==> src/rtl/wti_pkg.sv <==
package wti_pkg;
  typedef enum logic [1:0] {
    BUS_IDLE = 2'b00,
    BUS_RD   = 2'b01,
    BUS_WR   = 2'b10
  } bus_cmd_e;

  typedef enum logic [1:0] {
    ST_IDLE,
    ST_LOOKUP,
    ST_BREQ,
    ST_BXFER
  } ctl_state_e;
endpackage

==> src/rtl/wti_tag_array.sv <==
module wti_tag_array #(
  parameter int LINES = 16,
  parameter int IDX_W = 4,
  parameter int TAG_W = 26
) (
  input  logic             clk,
  input  logic             rst,
  input  logic [IDX_W-1:0] lk_idx,
  input  logic [TAG_W-1:0] lk_tag,
  output logic             lk_hit,
  input  logic             fill_en,
  input  logic [IDX_W-1:0] fill_idx,
  input  logic [TAG_W-1:0] fill_tag,
  input  logic             snp_en,
  input  logic [IDX_W-1:0] snp_idx,
  input  logic [TAG_W-1:0] snp_tag,
  output logic             snp_hit
);
  logic [LINES-1:0] valid_q;
  logic [TAG_W-1:0] tag_q [LINES];
  logic             raw_hit;

  assign raw_hit = valid_q[lk_idx] && (tag_q[lk_idx] == lk_tag);
  assign snp_hit = snp_en && valid_q[snp_idx] && (tag_q[snp_idx] == snp_tag);
  // A snoop invalidating the looked-up line in this cycle masks the hit.
  assign lk_hit  = raw_hit && !(snp_hit && (snp_idx == lk_idx));

  always_ff @(posedge clk) begin
    if (rst) begin
      valid_q <= '0;
    end else begin
      if (fill_en) valid_q[fill_idx] <= 1'b1;
      if (snp_hit) valid_q[snp_idx]  <= 1'b0;
    end
  end

  always_ff @(posedge clk) begin
    if (fill_en) tag_q[fill_idx] <= fill_tag;
  end
endmodule

==> src/rtl/wti_data_ram.sv <==
module wti_data_ram #(
  parameter int DEPTH = 16,
  parameter int AW    = 4,
  parameter int DW    = 32
) (
  input  logic          clk,
  input  logic          we,
  input  logic [AW-1:0] waddr,
  input  logic [DW-1:0] wdata,
  input  logic [AW-1:0] raddr,
  output logic [DW-1:0] rdata
);
  logic [DW-1:0] mem [DEPTH];

  always_ff @(posedge clk) begin
    if (we) mem[waddr] <= wdata;
    rdata <= mem[raddr];
  end
endmodule

==> src/rtl/wti_ctrl.sv <==
module wti_ctrl
  import wti_pkg::*;
#(
  parameter int ADDR_W = 32,
  parameter int DATA_W = 32
) (
  input  logic              clk,
  input  logic              rst,
  input  logic              cpu_req,
  input  logic              cpu_we,
  input  logic [ADDR_W-1:0] cpu_addr,
  input  logic [DATA_W-1:0] cpu_wdata,
  output logic              cpu_ready,
  output logic [DATA_W-1:0] cpu_rdata,
  input  logic              lk_hit,
  input  logic [DATA_W-1:0] ram_q,
  output logic [ADDR_W-1:0] req_addr,
  output logic              fill_en,
  output logic              ram_we,
  output logic [DATA_W-1:0] ram_wdata,
  output logic              bus_req,
  input  logic              bus_gnt,
  output bus_cmd_e          bus_cmd,
  output logic [ADDR_W-1:0] bus_addr,
  output logic [DATA_W-1:0] bus_wdata,
  input  logic [DATA_W-1:0] bus_rdata,
  input  logic              bus_ack
);
  ctl_state_e        state_q;
  logic              req_we_q;
  logic [ADDR_W-1:0] req_addr_q;
  logic [DATA_W-1:0] req_wdata_q;
  logic              done;

  assign req_addr = req_addr_q;
  assign done     = (state_q == ST_BXFER) && bus_ack;
  assign fill_en  = done && !req_we_q;
  // Reads fill the line; writes refresh the copy only if the line is present.
  assign ram_we    = done && (!req_we_q || lk_hit);
  assign ram_wdata = req_we_q ? req_wdata_q : bus_rdata;

  always_ff @(posedge clk) begin
    if (rst) begin
      state_q     <= ST_IDLE;
      req_we_q    <= 1'b0;
      req_addr_q  <= '0;
      req_wdata_q <= '0;
      cpu_ready   <= 1'b0;
      cpu_rdata   <= '0;
      bus_req     <= 1'b0;
      bus_cmd     <= BUS_IDLE;
      bus_addr    <= '0;
      bus_wdata   <= '0;
    end else begin
      cpu_ready <= 1'b0;
      unique case (state_q)
        ST_IDLE: begin
          if (cpu_req && !cpu_ready) begin
            req_we_q    <= cpu_we;
            req_addr_q  <= cpu_addr;
            req_wdata_q <= cpu_wdata;
            state_q     <= ST_LOOKUP;
          end
        end
        ST_LOOKUP: begin
          if (!req_we_q && lk_hit) begin
            cpu_ready <= 1'b1;
            cpu_rdata <= ram_q;
            state_q   <= ST_IDLE;
          end else begin
            bus_req <= 1'b1;
            state_q <= ST_BREQ;
          end
        end
        ST_BREQ: begin
          if (bus_gnt) begin
            bus_cmd   <= req_we_q ? BUS_WR : BUS_RD;
            bus_addr  <= req_addr_q;
            bus_wdata <= req_wdata_q;
            state_q   <= ST_BXFER;
          end
        end
        ST_BXFER: begin
          if (bus_ack) begin
            bus_cmd   <= BUS_IDLE;
            bus_req   <= 1'b0;
            cpu_ready <= 1'b1;
            cpu_rdata <= req_we_q ? req_wdata_q : bus_rdata;
            state_q   <= ST_IDLE;
          end
        end
        default: state_q <= ST_IDLE;
      endcase
    end
  end
endmodule

==> src/rtl/wti_snoop_ctrl.sv <==
module wti_snoop_ctrl
  import wti_pkg::*;
#(
  parameter int ADDR_W  = 32,
  parameter int DATA_W  = 32,
  parameter int LINES   = 16,
  parameter int SRC_W   = 2,
  parameter int NODE_ID = 0
) (
  input  logic              clk,
  input  logic              rst,
  input  logic              cpu_req,
  input  logic              cpu_we,
  input  logic [ADDR_W-1:0] cpu_addr,
  input  logic [DATA_W-1:0] cpu_wdata,
  output logic              cpu_ready,
  output logic [DATA_W-1:0] cpu_rdata,
  output logic              bus_req,
  input  logic              bus_gnt,
  output logic [1:0]        bus_cmd,
  output logic [ADDR_W-1:0] bus_addr,
  output logic [DATA_W-1:0] bus_wdata,
  input  logic [DATA_W-1:0] bus_rdata,
  input  logic              bus_ack,
  input  logic              snp_valid,
  input  logic              snp_wr,
  input  logic [SRC_W-1:0]  snp_src,
  input  logic [ADDR_W-1:0] snp_addr
);
  localparam int IDX_W = $clog2(LINES);
  localparam int OFF_W = $clog2(DATA_W / 8);
  localparam int TAG_W = ADDR_W - IDX_W - OFF_W;
  localparam logic [SRC_W-1:0] MY_ID = SRC_W'(NODE_ID);

  logic [ADDR_W-1:0] req_addr;
  logic              lk_hit;
  logic              fill_en;
  logic              ram_we;
  logic [DATA_W-1:0] ram_wdata;
  logic [DATA_W-1:0] ram_q;
  logic              snp_en;
  logic              snp_hit;
  bus_cmd_e          cmd_e;

  assign snp_en  = snp_valid && snp_wr && (snp_src != MY_ID);
  assign bus_cmd = cmd_e;

  wti_tag_array #(
    .LINES (LINES),
    .IDX_W (IDX_W),
    .TAG_W (TAG_W)
  ) tags_i (
    .clk      (clk),
    .rst      (rst),
    .lk_idx   (req_addr[OFF_W +: IDX_W]),
    .lk_tag   (req_addr[ADDR_W-1 -: TAG_W]),
    .lk_hit   (lk_hit),
    .fill_en  (fill_en),
    .fill_idx (req_addr[OFF_W +: IDX_W]),
    .fill_tag (req_addr[ADDR_W-1 -: TAG_W]),
    .snp_en   (snp_en),
    .snp_idx  (snp_addr[OFF_W +: IDX_W]),
    .snp_tag  (snp_addr[ADDR_W-1 -: TAG_W]),
    .snp_hit  (snp_hit)
  );

  wti_data_ram #(
    .DEPTH (LINES),
    .AW    (IDX_W),
    .DW    (DATA_W)
  ) data_i (
    .clk   (clk),
    .we    (ram_we),
    .waddr (req_addr[OFF_W +: IDX_W]),
    .wdata (ram_wdata),
    .raddr (cpu_addr[OFF_W +: IDX_W]),
    .rdata (ram_q)
  );

  wti_ctrl #(
    .ADDR_W (ADDR_W),
    .DATA_W (DATA_W)
  ) ctrl_i (
    .clk       (clk),
    .rst       (rst),
    .cpu_req   (cpu_req),
    .cpu_we    (cpu_we),
    .cpu_addr  (cpu_addr),
    .cpu_wdata (cpu_wdata),
    .cpu_ready (cpu_ready),
    .cpu_rdata (cpu_rdata),
    .lk_hit    (lk_hit),
    .ram_q     (ram_q),
    .req_addr  (req_addr),
    .fill_en   (fill_en),
    .ram_we    (ram_we),
    .ram_wdata (ram_wdata),
    .bus_req   (bus_req),
    .bus_gnt   (bus_gnt),
    .bus_cmd   (cmd_e),
    .bus_addr  (bus_addr),
    .bus_wdata (bus_wdata),
    .bus_rdata (bus_rdata),
    .bus_ack   (bus_ack)
  );
endmodule

==> config.mk <==
export PLATFORM = sky130hd
export DESIGN_NAME = wti_snoop_ctrl
export DESIGN_NICKNAME = d
export VERILOG_FILES = /design/src/rtl/wti_pkg.sv /design/src/rtl/wti_tag_array.sv /design/src/rtl/wti_data_ram.sv /design/src/rtl/wti_ctrl.sv /design/src/rtl/wti_snoop_ctrl.sv
export SDC_FILE = /design/constraint.sdc
export NUM_CORES = 1
export LEC_CHECK = 0
export BUFFER_PORTS_ARGS = -buffer_cell sky130_fd_sc_hd__buf_2
export CAP_MARGIN = 15
export CORE_ASPECT_RATIO = 1.2
export CORE_MARGIN = 5
export CORE_UTILIZATION = 41
export DETAILED_ROUTE_END_ITERATION = 8
export GPL_TIMING_DRIVEN = 0
export PLACE_DENSITY_LB_ADDON = 0.12
export SLEW_MARGIN = 20
export SYNTH_ARGS = -nofsm -noshare
export SYNTH_HDL_FRONTEND = slang
export SYNTH_HIERARCHICAL = 1
export SYNTH_SLANG_ARGS = --single-unit
export TNS_END_PERCENT = 20
==> constraint.sdc <==
create_clock -name clk -period 15.2 [get_ports clk]
set_clock_uncertainty 0.05 [all_clocks]
set_input_delay 4.56 -clock clk [delete_from_list [all_inputs] [get_ports clk]]
set_output_delay 4.56 -clock clk [all_outputs]
set_load 0.02 [all_outputs]
* Word level (Yosys, flattened, before mapping)
Memory sizes are Yosys's and may differ from the RTL's. A register that Yosys moved wholly into a read port is not among the register bits.
Index checks and enable logic that the tools add are counted.
** Storage, ports and cells
- Latch bits :: 0
- Memory bits (writable) :: 928
- Word-level logic and storage cells :: 94
- ROM bits :: 0
- Memories :: 2
- Output and inout bits :: 100
- Flip-flop bits (word level) :: 183
- Input bits :: 138
** Cells by class
- $add $sub $neg :: 0
- Bitwise operators :: 3
- $lt $le $gt $ge :: 4
- Shift operators :: 0
- Reduce and logical (&&, ||, !) cells :: 28
- Div/mod/pow operators :: 0
- Eq/ne operators :: 11
- Multipliers :: 0
- Mux-type cells :: 35
** Memory list
- data_i.mem :: words 16, bits a word 32, rd ports 1, clocked after memory_dff 1, write ports 1, line wti_data_ram.sv:13 : logic [DW-1:0] mem [DEPTH];
- tags_i.tag_q :: words 16, bits a word 26, rd ports 2, clocked after memory_dff 1, write ports 1, line wti_tag_array.sv:20 : logic [TAG_W-1:0] tag_q [LINES];
** Operators by type and width (count)
- $mux W32 :: 3
- $pmux W32 S2 :: 1
- $eq A26 B26 Y1 :: 2
- $mux W16 :: 3
- $and A16 B16 Y16 :: 1
- $not A16 Y16 :: 1
- $or A16 B16 Y16 :: 1
- $logic_and A1 B1 Y1 :: 14
- $mux W1 :: 12
- $mux W2 :: 6
- $reduce_and A3 Y1 :: 4
- $lt A4 B5 Y1 const B :: 2
- $bmux W1 S4 :: 2
- $demux W1 S4 :: 2
- $ge A4 B1 Y1 const B :: 2
- $mux W4 :: 2
- $pmux W2 S4 :: 1
- $ne A2 B2 Y1 const B :: 3
- $reduce_bool A2 Y1 :: 3
- $eq A2 B2 Y1 const B :: 2
- $eq A4 B4 Y1 :: 1
- $ne A2 B1 Y1 const B :: 2
- $pmux W1 S2 :: 2
- $pmux W2 S2 :: 1
- other kinds (5) :: 8

* Logic depth before layout (Yosys ltp)
Gate-level depths: netlist (run 1).
- Depth in word-level cells :: 11
- Depth in mapped cells :: 18
- Mapped depth without buffers :: 11

* Hierarchy
The synthesis (run 1) kept the hierarchy.
** By module, submodules not included
- wti_tag_array :: times used 1, seq. area each 12812.3 um2, area each 21718.3 um2, cells an instance 1318
- wti_data_ram :: times used 1, seq. area each 16015.4 um2, area each 19835.3 um2, cells an instance 838
- wti_ctrl :: times used 1, seq. area each 3343.2 um2, area each 6466.2 um2, cells an instance 741
- wti_snoop_ctrl :: times used 1, seq. area each 0.0 um2, area each 10.0 um2, cells an instance 1

* Least setup slack after synthesis (run 1)
OpenSTA, ideal clock, no wires.
- Kind :: input to register
- From :: in snp_addr[3]
- To :: mem data_i.mem[0][0] (enable)
- Stages on the path :: 14
- Slack :: 5008 ps
- Path buffers :: 3
- Arrival :: 9681 ps
- Required time :: 14689 ps
- Setup time :: 461 ps
- Path through :: buf_2 buf_2 clkbuf_1 mux4_2 o22ai_1 o21ai_0 o31a_1 a41oi_1 nor2_1 a311oi_1 inv_1 a21oi_1 or3b_2 nor3_1
** Between the ends
- Word-level cells in the longest chain between the ends :: 11
- Elaborated cells on any way between the ends :: 14
- Classes of those cells :: eq/ne: 2; mux: 4; reduce/logical: 7; memory: 1
** Ends and longest elaborated chain
- start, declared :: line wti_snoop_ctrl.sv:28 : input logic [ADDR_W-1:0] snp_addr
- branches (longest 4 deep; another with $mem_v2 Z16 W26)
- $logic_and A1 B1 Y1 * :: line wti_tag_array.sv:26 : assign lk_hit = raw_hit && !(snp_hit && (snp_idx == lk_idx));
- $logic_not A1 Y1 * :: line wti_tag_array.sv:26
- $logic_and A1 B1 Y1 * :: line wti_tag_array.sv:26
- named net lk_hit :: line wti_snoop_ctrl.sv:36 : logic lk_hit;
- $logic_or A1 B1 Y1 * :: line wti_ctrl.sv:39 : assign ram_we = done && (!req_we_q || lk_hit);
- $logic_and A1 B1 Y1 * :: line wti_ctrl.sv:39
- named net ram_we :: line wti_snoop_ctrl.sv:38 : logic ram_we;
- $mux W1 * :: line wti_data_ram.sv:16 : if (we) mem[waddr] <= wdata;
- $mux W1 (not written as such) * :: line wti_data_ram.sv:16
- end, declared :: line wti_data_ram.sv:13
Mark *: on every way through the listed nets, which the timed path passes. The select of a mux whose other input is x is not followed.

* Worst setup path in the final report (run 1)
- From :: in snp_addr[3]
- To :: mem data_i.mem[0][11] (enable)
The elaborated chain is that of the path after synthesis.

==> run summary, run 1 <==
status: complete, no violations
Critical Path Sink: data_i/mem[0][11]$_DFFE_PP_
largest net degree at the start of global routing: 26
clock power share: 0.414
clk buf depth: 3
Setup crit start: snp_addr[3]
postcts setup bufs: 0
Mapped Cells: 2897
GR peak layer: met2
DR vias: 30400
Setup Viol. Count Final: 0
Synthesized Nets: 3035
worst rel slew slack: 0.1410
RSZ-0062 raised after global routing: false
Post-CTS Hold Buffers: 0
wire per inst: 36.11 um
Hold Path Origin: ctrl_i/bus_addr[24]$_SDFFE_PP0P_
htree depth: 3
switching share of power: 0.2415
final slew viol count: 0
post-synthesis area per instance: 16.58 sq um
Placer Congestion: 0.9379
antenna-violating nets left: 0
Worst-Margin Slew: 1288 ps
met1 Usage GRT: 0.3577
crit path kind: input pin to flop
cell area after synthesis: 48020 sq um
period utilization: 0.7275
Clock Latency Late Sink: 740 ps
layout cell share with drive strength beyond 1: 0.3068
CP endpoint kind: flop
Flop pwr share: 0.502
CP max stage cell: a311oi_2
Pre-antenna DRT Iters: 7
min cycle time layout: 11060 ps
reg2reg start: ctrl_i/req_addr[3]$_SDFFE_PP0P_
die width: 322.4 um
Pleak: 19.26 nW
DRC viols: 0
clock sinks: 1143
Die H: 384.9 um
placed wire-length estimate: 129900 um
CP most frequent cell: buf_2
CP peak stage delay: 770 ps
reg-to-reg slack, setup: 5800 ps
worst path arrival time: 11450 ps
post-CTS resize count: 0
core area: 116400 sq um
Total Routing Usage GR: 0.2864
CP max FO: 10
Multi-input gate area: 15010 sq um
fmax: 0.09043 GHz
CTS root buf: clkbuf_16
port buffer count: 232
Cell Chain, Critical Path: buf_2 -> buf_2 -> buf_2 -> buf_2 -> mux2i_1 -> xor2_1 -> a21oi_1 -> a211oi_1 -> o2111a_1 -> buf_2 -> a311oi_2 -> inv_1 -> a21oi_1 -> or3b_2 -> nor3_2 -> buf_4 -> buf_6 -> buf_4 -> buf_4
P_int: 5.273 mW
met3 usage: 0.04610
GRT overflow: 0
TritonCTS Buffers: 116
Via density: 6.102
setup TNS: 0 ps
global-route wire length before repair: 246600 um
IR drop worst, VDD: 0.00008469 V
GRT met2 Usage: 0.4880
Reg clk slew, reported paths: 60 ps
Rows: 137
Inst Count DP: 4763
Non-Filler Instances: 4982
Layout area overhead: 18.09%
vias in the first global route: 31070
number of I/O pins: 238
die footprint: 124100 sq um
Cell Pwr Density: 122.6 nW/um^2
initial cell density of the core: 0.4126
Initial DRC Count: 3066
Final nets: 3490
Worst Path Required: 15590 ps
Worst setup SP type: input pin
antenna violations before repair: 4
cells on worst reg2reg path: 18
CTS tree: done
R2R Path End: data_i/mem[0][11]$_DFFE_PP_
final wirelength: 179900 um
logic gate share of total power: 0.084
Ys Warns: 6
Hold Path Class: flop to flop
register area: 32170 sq um
Psw: 1.679 mW
Filler cells: 9878
Max Cap Viol: 0
Hold Vio Cnt, Final: 0
[worst min path at each step]
stage          cells after the start  slack (ps)                                 to
2_1_floorplan                      2         380    ctrl_i/bus_addr[0]$_SDFFE_PP0P_
6_report                           2         400   ctrl_i/bus_addr[24]$_SDFFE_PP0P_
4_1_cts                            2         400   ctrl_i/bus_addr[24]$_SDFFE_PP0P_
3_5_place_dp                       1         390  ctrl_i/cpu_rdata[13]$_SDFFE_PP0P_
5_1_grt                            1         420  ctrl_i/cpu_rdata[14]$_SDFFE_PP0P_
3_3_place_gp                       2         390  ctrl_i/bus_wdata[17]$_SDFFE_PP0P_
[layer usage]
metal | wire length [um] | part of all wire | up-vias
met1 | 68630 | 0.38 | 16090
met4 | 10100 | 0.056 | 2
met3 | 11720 | 0.065 | 368
li1 | - | - | 12520
met2 | 89440 | 0.50 | 1414
met5 | 12 | 0.000067 | -
[critical path, delay by kind of cell]
| family | cells | cell delay, ps |
|---|---|---|
| simple gates | 2 | 1180 |
| mux | 1 | 510 |
| buf+inv | 10 | 2960 |
| compound gates | 5 | 1900 |
| xor+xnor | 1 | 270 |
[sequential cells by signal, indices dropped and copies added (netlist names), 16 cells and up, named ones only]
name / cells
ctrl_i/bus_wdata: 32
tags_i/valid_q: 16
data_i/mem: 512
ctrl_i/req_wdata_q: 32
ctrl_i/bus_addr: 32
data_i/rdata: 32
tags_i/tag_q: 416
ctrl_i/cpu_rdata: 32
ctrl_i/req_addr: 32
[layout make-up]
cell class,count,area share
Clock buffer,156,0.05615
Timing Repair Buffer,337,0.04722
Clock inverter,62,0.01145
Inverter,31,0.002052
Antenna cell,1,0.00004413
Sequential cell,1143,0.5674
Buffer,186,0.01725
Multi-Input combinational cell,1537,0.2647
Tap cell,1529,0.03374
[power by group through the flow]
stage	logic, mW	registers [mW]	clock network [mW]
final	0.585	3.49	2.88
after global routing	0.608	3.49	3.05
after CTS	0.583	3.49	2.93
after detailed placement	0.581	3.56	0
after global placement	0.570	3.55	0
after floorplan	0.328	3.53	0
[stage by stage]
stage / util / setup slack [ps] / hold WS (ps) / total power [mW] / area (sq um)
floorplan: - / 5008 / 382.1 / 3.855 / 48020
global placement: 0.4390 / -1703 / 390.7 / 4.122 / 51100
detailed placement: 0.4543 / 3517 / 394.8 / 4.137 / 52870
CTS: 0.4872 / 4299 / 404.4 / 7.000 / 56700
global route: 0.4872 / 4195 / 418.9 / 7.154 / 56710
finish: 0.4872 / 4141 / 402.9 / 6.953 / 56710
[cell usage in the layout (no fill, tap or decap), types with 11 or more instances in the layout]
cell type	n
nor3_1	28
mux4_2	295
xor2_1	24
mux2i_1	152
clkbuf_16	117
clkinv_2	22
clkbuf_2	12
nand2_1	329
nor2_4	21
clkinv_1	15
inv_1	29
a22oi_1	93
buf_1	18
dfxtp_1	213
xnor2_1	22
clkbuf_8	11
mux2_2	69
buf_16	20
nand4_1	12
a31oi_1	18
clkbuf_1	79
edfxtp_1	928
buf_12	24
nor2b_1	21
o21ai_0	22
buf_4	63
nor2_1	31
o22ai_1	19
buf_6	25
o21bai_1	16
nand3_1	21
a21oi_1	146
o2bb2ai_1	29
nand2b_1	13
buf_2	310
No activity file was read; power rests on OpenSTA's default activity.
==> run 2, diff against run 1 <==
==> constraint.sdc (replaced) <==
create_clock -name clk -period 8.9 [get_ports clk]
set_clock_uncertainty 0.05 [all_clocks]
set_input_delay 2.67 -clock clk [delete_from_list [all_inputs] [get_ports clk]]
set_output_delay 2.67 -clock clk [all_outputs]
set_load 0.02 [all_outputs]
==> run 2 against run 1 <==
  * The run now ends with negative setup slack left
  * Hold slack is essentially flat
  * Die area unchanged
  * Combinational power rose by 71%
  * Flip-flop and latch count unchanged
  * Sequential power increased by 71%
  * First-iteration DRC count down 0.49%
  * Final cell count unchanged
  * Setup slack worse by 4200 ps
  * Final area hardly changed
  * Clock power increased by 71%
  * Via count hardly changed
  * Clock-buffer cell count did not move
  * Critical path type unchanged
  * Critical endpoint unchanged
==> run summary, run 2 (same netlist as run 1, synthesis figures left out) <==
Total Routing Usage GR: 0.2864 (about the same)
number of I/O pins: 238 (unchanged)
TritonCTS Buffers: 116 (unchanged)
core area: 116400 sq um (unchanged)
CTS tree: done (unchanged)
Rows: 137 (unchanged)
CP endpoint kind: flop (unchanged)
Hold Path Class: flop to flop (unchanged)
CP peak stage delay: 780 ps (was 770 ps)
Worst setup SP type: input pin (unchanged)
clock sinks: 1143 (unchanged)
commonest non-fill, non-tap cell in the layout: edfxtp_1 (unchanged)
placed wire-length estimate: 129900 um (unchanged)
die footprint: 124100 sq um (unchanged)
port buffer count: 232 (unchanged)
min cycle time layout: 8949 ps
reg-to-reg slack, setup: 70 ps (was 5800 ps)
Place WS: -892.6 ps (was 3517 ps)
IR drop worst, VDD: 0.0001446 V (was 0.00008469 V)
Filler cells: 9876 (was 9878)
period utilization: 1.006
CP max FO: 10 (unchanged)
biggest regs: data_i/mem: 512 flops, tags_i/tag_q: 416 flops (unchanged)
instance count on the critical path: 19 (unchanged)
Post-CTS Hold Buffers: 0 (unchanged)
worst rel slew slack: 0.1472 (was 0.1410)
Layout Utilization: 0.4873 (was 0.4872)
RSZ-0062 raised after global routing: false (unchanged)
initial cell density of the core: 0.4126 (unchanged)
crit path kind: input pin to flop (unchanged)
status: finished, violations left (was complete, no violations)
worst setup margin: -49.44 ps (was 4141 ps)
Max Cap Viol: 0 (unchanged)
reg2reg start: ctrl_i/req_addr[3]$_SDFFE_PP0P_ (unchanged)
cells on worst reg2reg path: 18 (unchanged)
global-route wire length before repair: 246600 um (unchanged)
antenna violations before repair: 4 (unchanged)
Setup Viol. Count Final: 12 (was 0)
Pre-antenna DRT Iters: 5 (was 7)
most frequent cells in the layout: edfxtp_1, nand2_1, buf_2 (unchanged)
largest net degree at the start of global routing: 26 (unchanged)
clk buf depth: 3 (unchanged)
wire per inst: 36.08 um (was 36.11 um)
final hold slack: 402.9 ps (about the same)
CP max stage cell: a311oi_2 (unchanged)
CP most frequent cell: buf_2 (unchanged)
GRT overflow: 0 (unchanged)
final wirelength: 179800 um (was 179900 um)
Die H: 384.9 um (unchanged)
R2R Path End: data_i/mem[0][11]$_DFFE_PP_ (unchanged)
Final nets: 3490 (unchanged)
vias in the first global route: 31070 (unchanged)
antenna-violating nets left: 0 (unchanged)
Hold Vio Cnt, Final: 0 (unchanged)
CP top delay family: buffers and inverters (unchanged)
Via density: 6.098 (was 6.102)
Top reg by flops: data_i/mem (unchanged)
Worst Path Required: 9290 ps (was 15590 ps)
sum of buffers and inverters on the critical path: 10 (unchanged)
Layout area overhead: 18.11% (was 18.09%)
Pleak: 19.27 nW (was 19.26 nW)
htree depth: 3 (unchanged)
max FFs per register: 512 (unchanged)
worst path arrival time: 9340 ps (was 11450 ps)
fmax: 0.1117 GHz
hold path depth: 2 (unchanged)
Placer Congestion: 0.9379 (unchanged)
Reg clk slew, reported paths: 60 ps (about the same)
Initial DRC Count: 3051 (was 3066)
Cell Pwr Density: 209.4 nW/um^2 (was 122.6 nW/um^2)
violated checks: negative setup slack
DR vias: 30380 (was 30400)
CTS root buf: clkbuf_16 (unchanged)
layout cell share with drive strength beyond 1: 0.3079 (was 0.3068)
Hold Path Origin: ctrl_i/bus_addr[24]$_SDFFE_PP0P_ (unchanged)
Hold Path Sink: ctrl_i/bus_addr[24]$_SDFFE_PP0P_ (unchanged)
die width: 322.4 um (unchanged)
Cell Chain, Critical Path: buf_2 -> buf_2 -> buf_2 -> buf_2 -> mux2i_1 -> xor2_1 -> a21oi_1 -> a211oi_1 -> o2111a_1 -> buf_2 -> a311oi_2 -> inv_1 -> a21oi_2 -> or3b_2 -> nor3_2 -> buf_4 -> buf_6 -> buf_4 -> buf_4 (was buf_2 -> buf_2 -> buf_2 -> buf_2 -> mux2i_1 -> xor2_1 -> a21oi_1 -> a211oi_1 -> o2111a_1 -> buf_2 -> a311oi_2 -> inv_1 -> a21oi_1 -> or3b_2 -> nor3_2 -> buf_4 -> buf_6 -> buf_4 -> buf_4)
final slew viol count: 0 (unchanged)
Clock Latency Late Sink: 740 ps (about the same)
Worst-Margin Slew: 1279 ps (was 1288 ps)
DRC viols: 0 (unchanged)
-- run 2: power breakdown --
group | leakage, nW | switching (mW) | internal [mW]
Combinational | 7.28 | 0.659 | 0.340
Sequential | 10.1 | 0.101 | 5.86
Clock | 1.87 | 2.11 | 2.81
Total | 19.3 | 2.87 | 9.01
-- run 2: per-layer routing --
layer / vias up / global-route usage / part of all wire
met2: 1429 / 0.4880 / 0.50
met1: 16070 / 0.3577 / 0.38
met5: - / 0 / 0.000067
met4: 2 / 0.1392 / 0.056
li1: 12520 / - / -
met3: 361 / 0.04610 / 0.064
-- run 2: worst max path at each step --
| stage | start | to |
|---|---|---|
| 2_1_floorplan | snp_addr[3] | data_i/mem[0][0]$_DFFE_PP_ |
| 3_3_place_gp | snp_addr[3] | data_i/mem[0][14]$_DFFE_PP_ |
| 3_5_place_dp | snp_addr[3] | data_i/mem[0][14]$_DFFE_PP_ |
| 4_1_cts | ctrl_i/req_addr[3]$_SDFFE_PP0P_ | data_i/mem[0][14]$_DFFE_PP_ |
| 5_1_grt | snp_addr[3] | data_i/mem[0][11]$_DFFE_PP_ |
| 6_report | snp_addr[3] | data_i/mem[0][11]$_DFFE_PP_ |
-- run 2: area by class of cell --
| class | instances | area [sq um] | share of cell area |
|---|---|---|---|
| inverters | 31 | 116.4 | 0.002052 |
| multi-input cells | 1537 | 15020 | 0.2648 |
| diodes | 1 | 2.502 | 0.00004412 |
| flip-flops and latches | 1143 | 32170 | 0.5673 |
| repair buffers | 337 | 2678 | 0.04721 |
| clock inverters | 62 | 649.4 | 0.01145 |
| plain buffers | 186 | 979.7 | 0.01727 |
| clock buffers | 156 | 3184 | 0.05614 |
| well taps | 1529 | 1913 | 0.03373 |
-- run 2: stage by stage --
stage / std cells / TNS, ps / cell area (sq um) / total power, mW
2_1_floorplan: 2897 / 0 / 48020 / 6.583
3_3_place_gp: 4658 / -2519340 / 51100 / 7.040
3_5_place_dp: 4763 / -83700 / 52870 / 7.065
4_1_cts: 4981 / 0 / 56710 / 11.96
5_1_grt: 4981 / 0 / 56710 / 12.22
6_report: 4982 / -472.1 / 56720 / 11.88
-- run 2: repair_timing --
action	4_1_cts	5_1_grt
resized for setup	4	0
setup endpoints to repair	46	0
setup buffers	0	0
-- run 2: worst min-delay path, delay by kind of cell, from the launching register on --
family	cells	cell delay (ps)
AOI/OAI and AO/OA	1	50
and+or+nand+nor	1	50
DFF	1	300
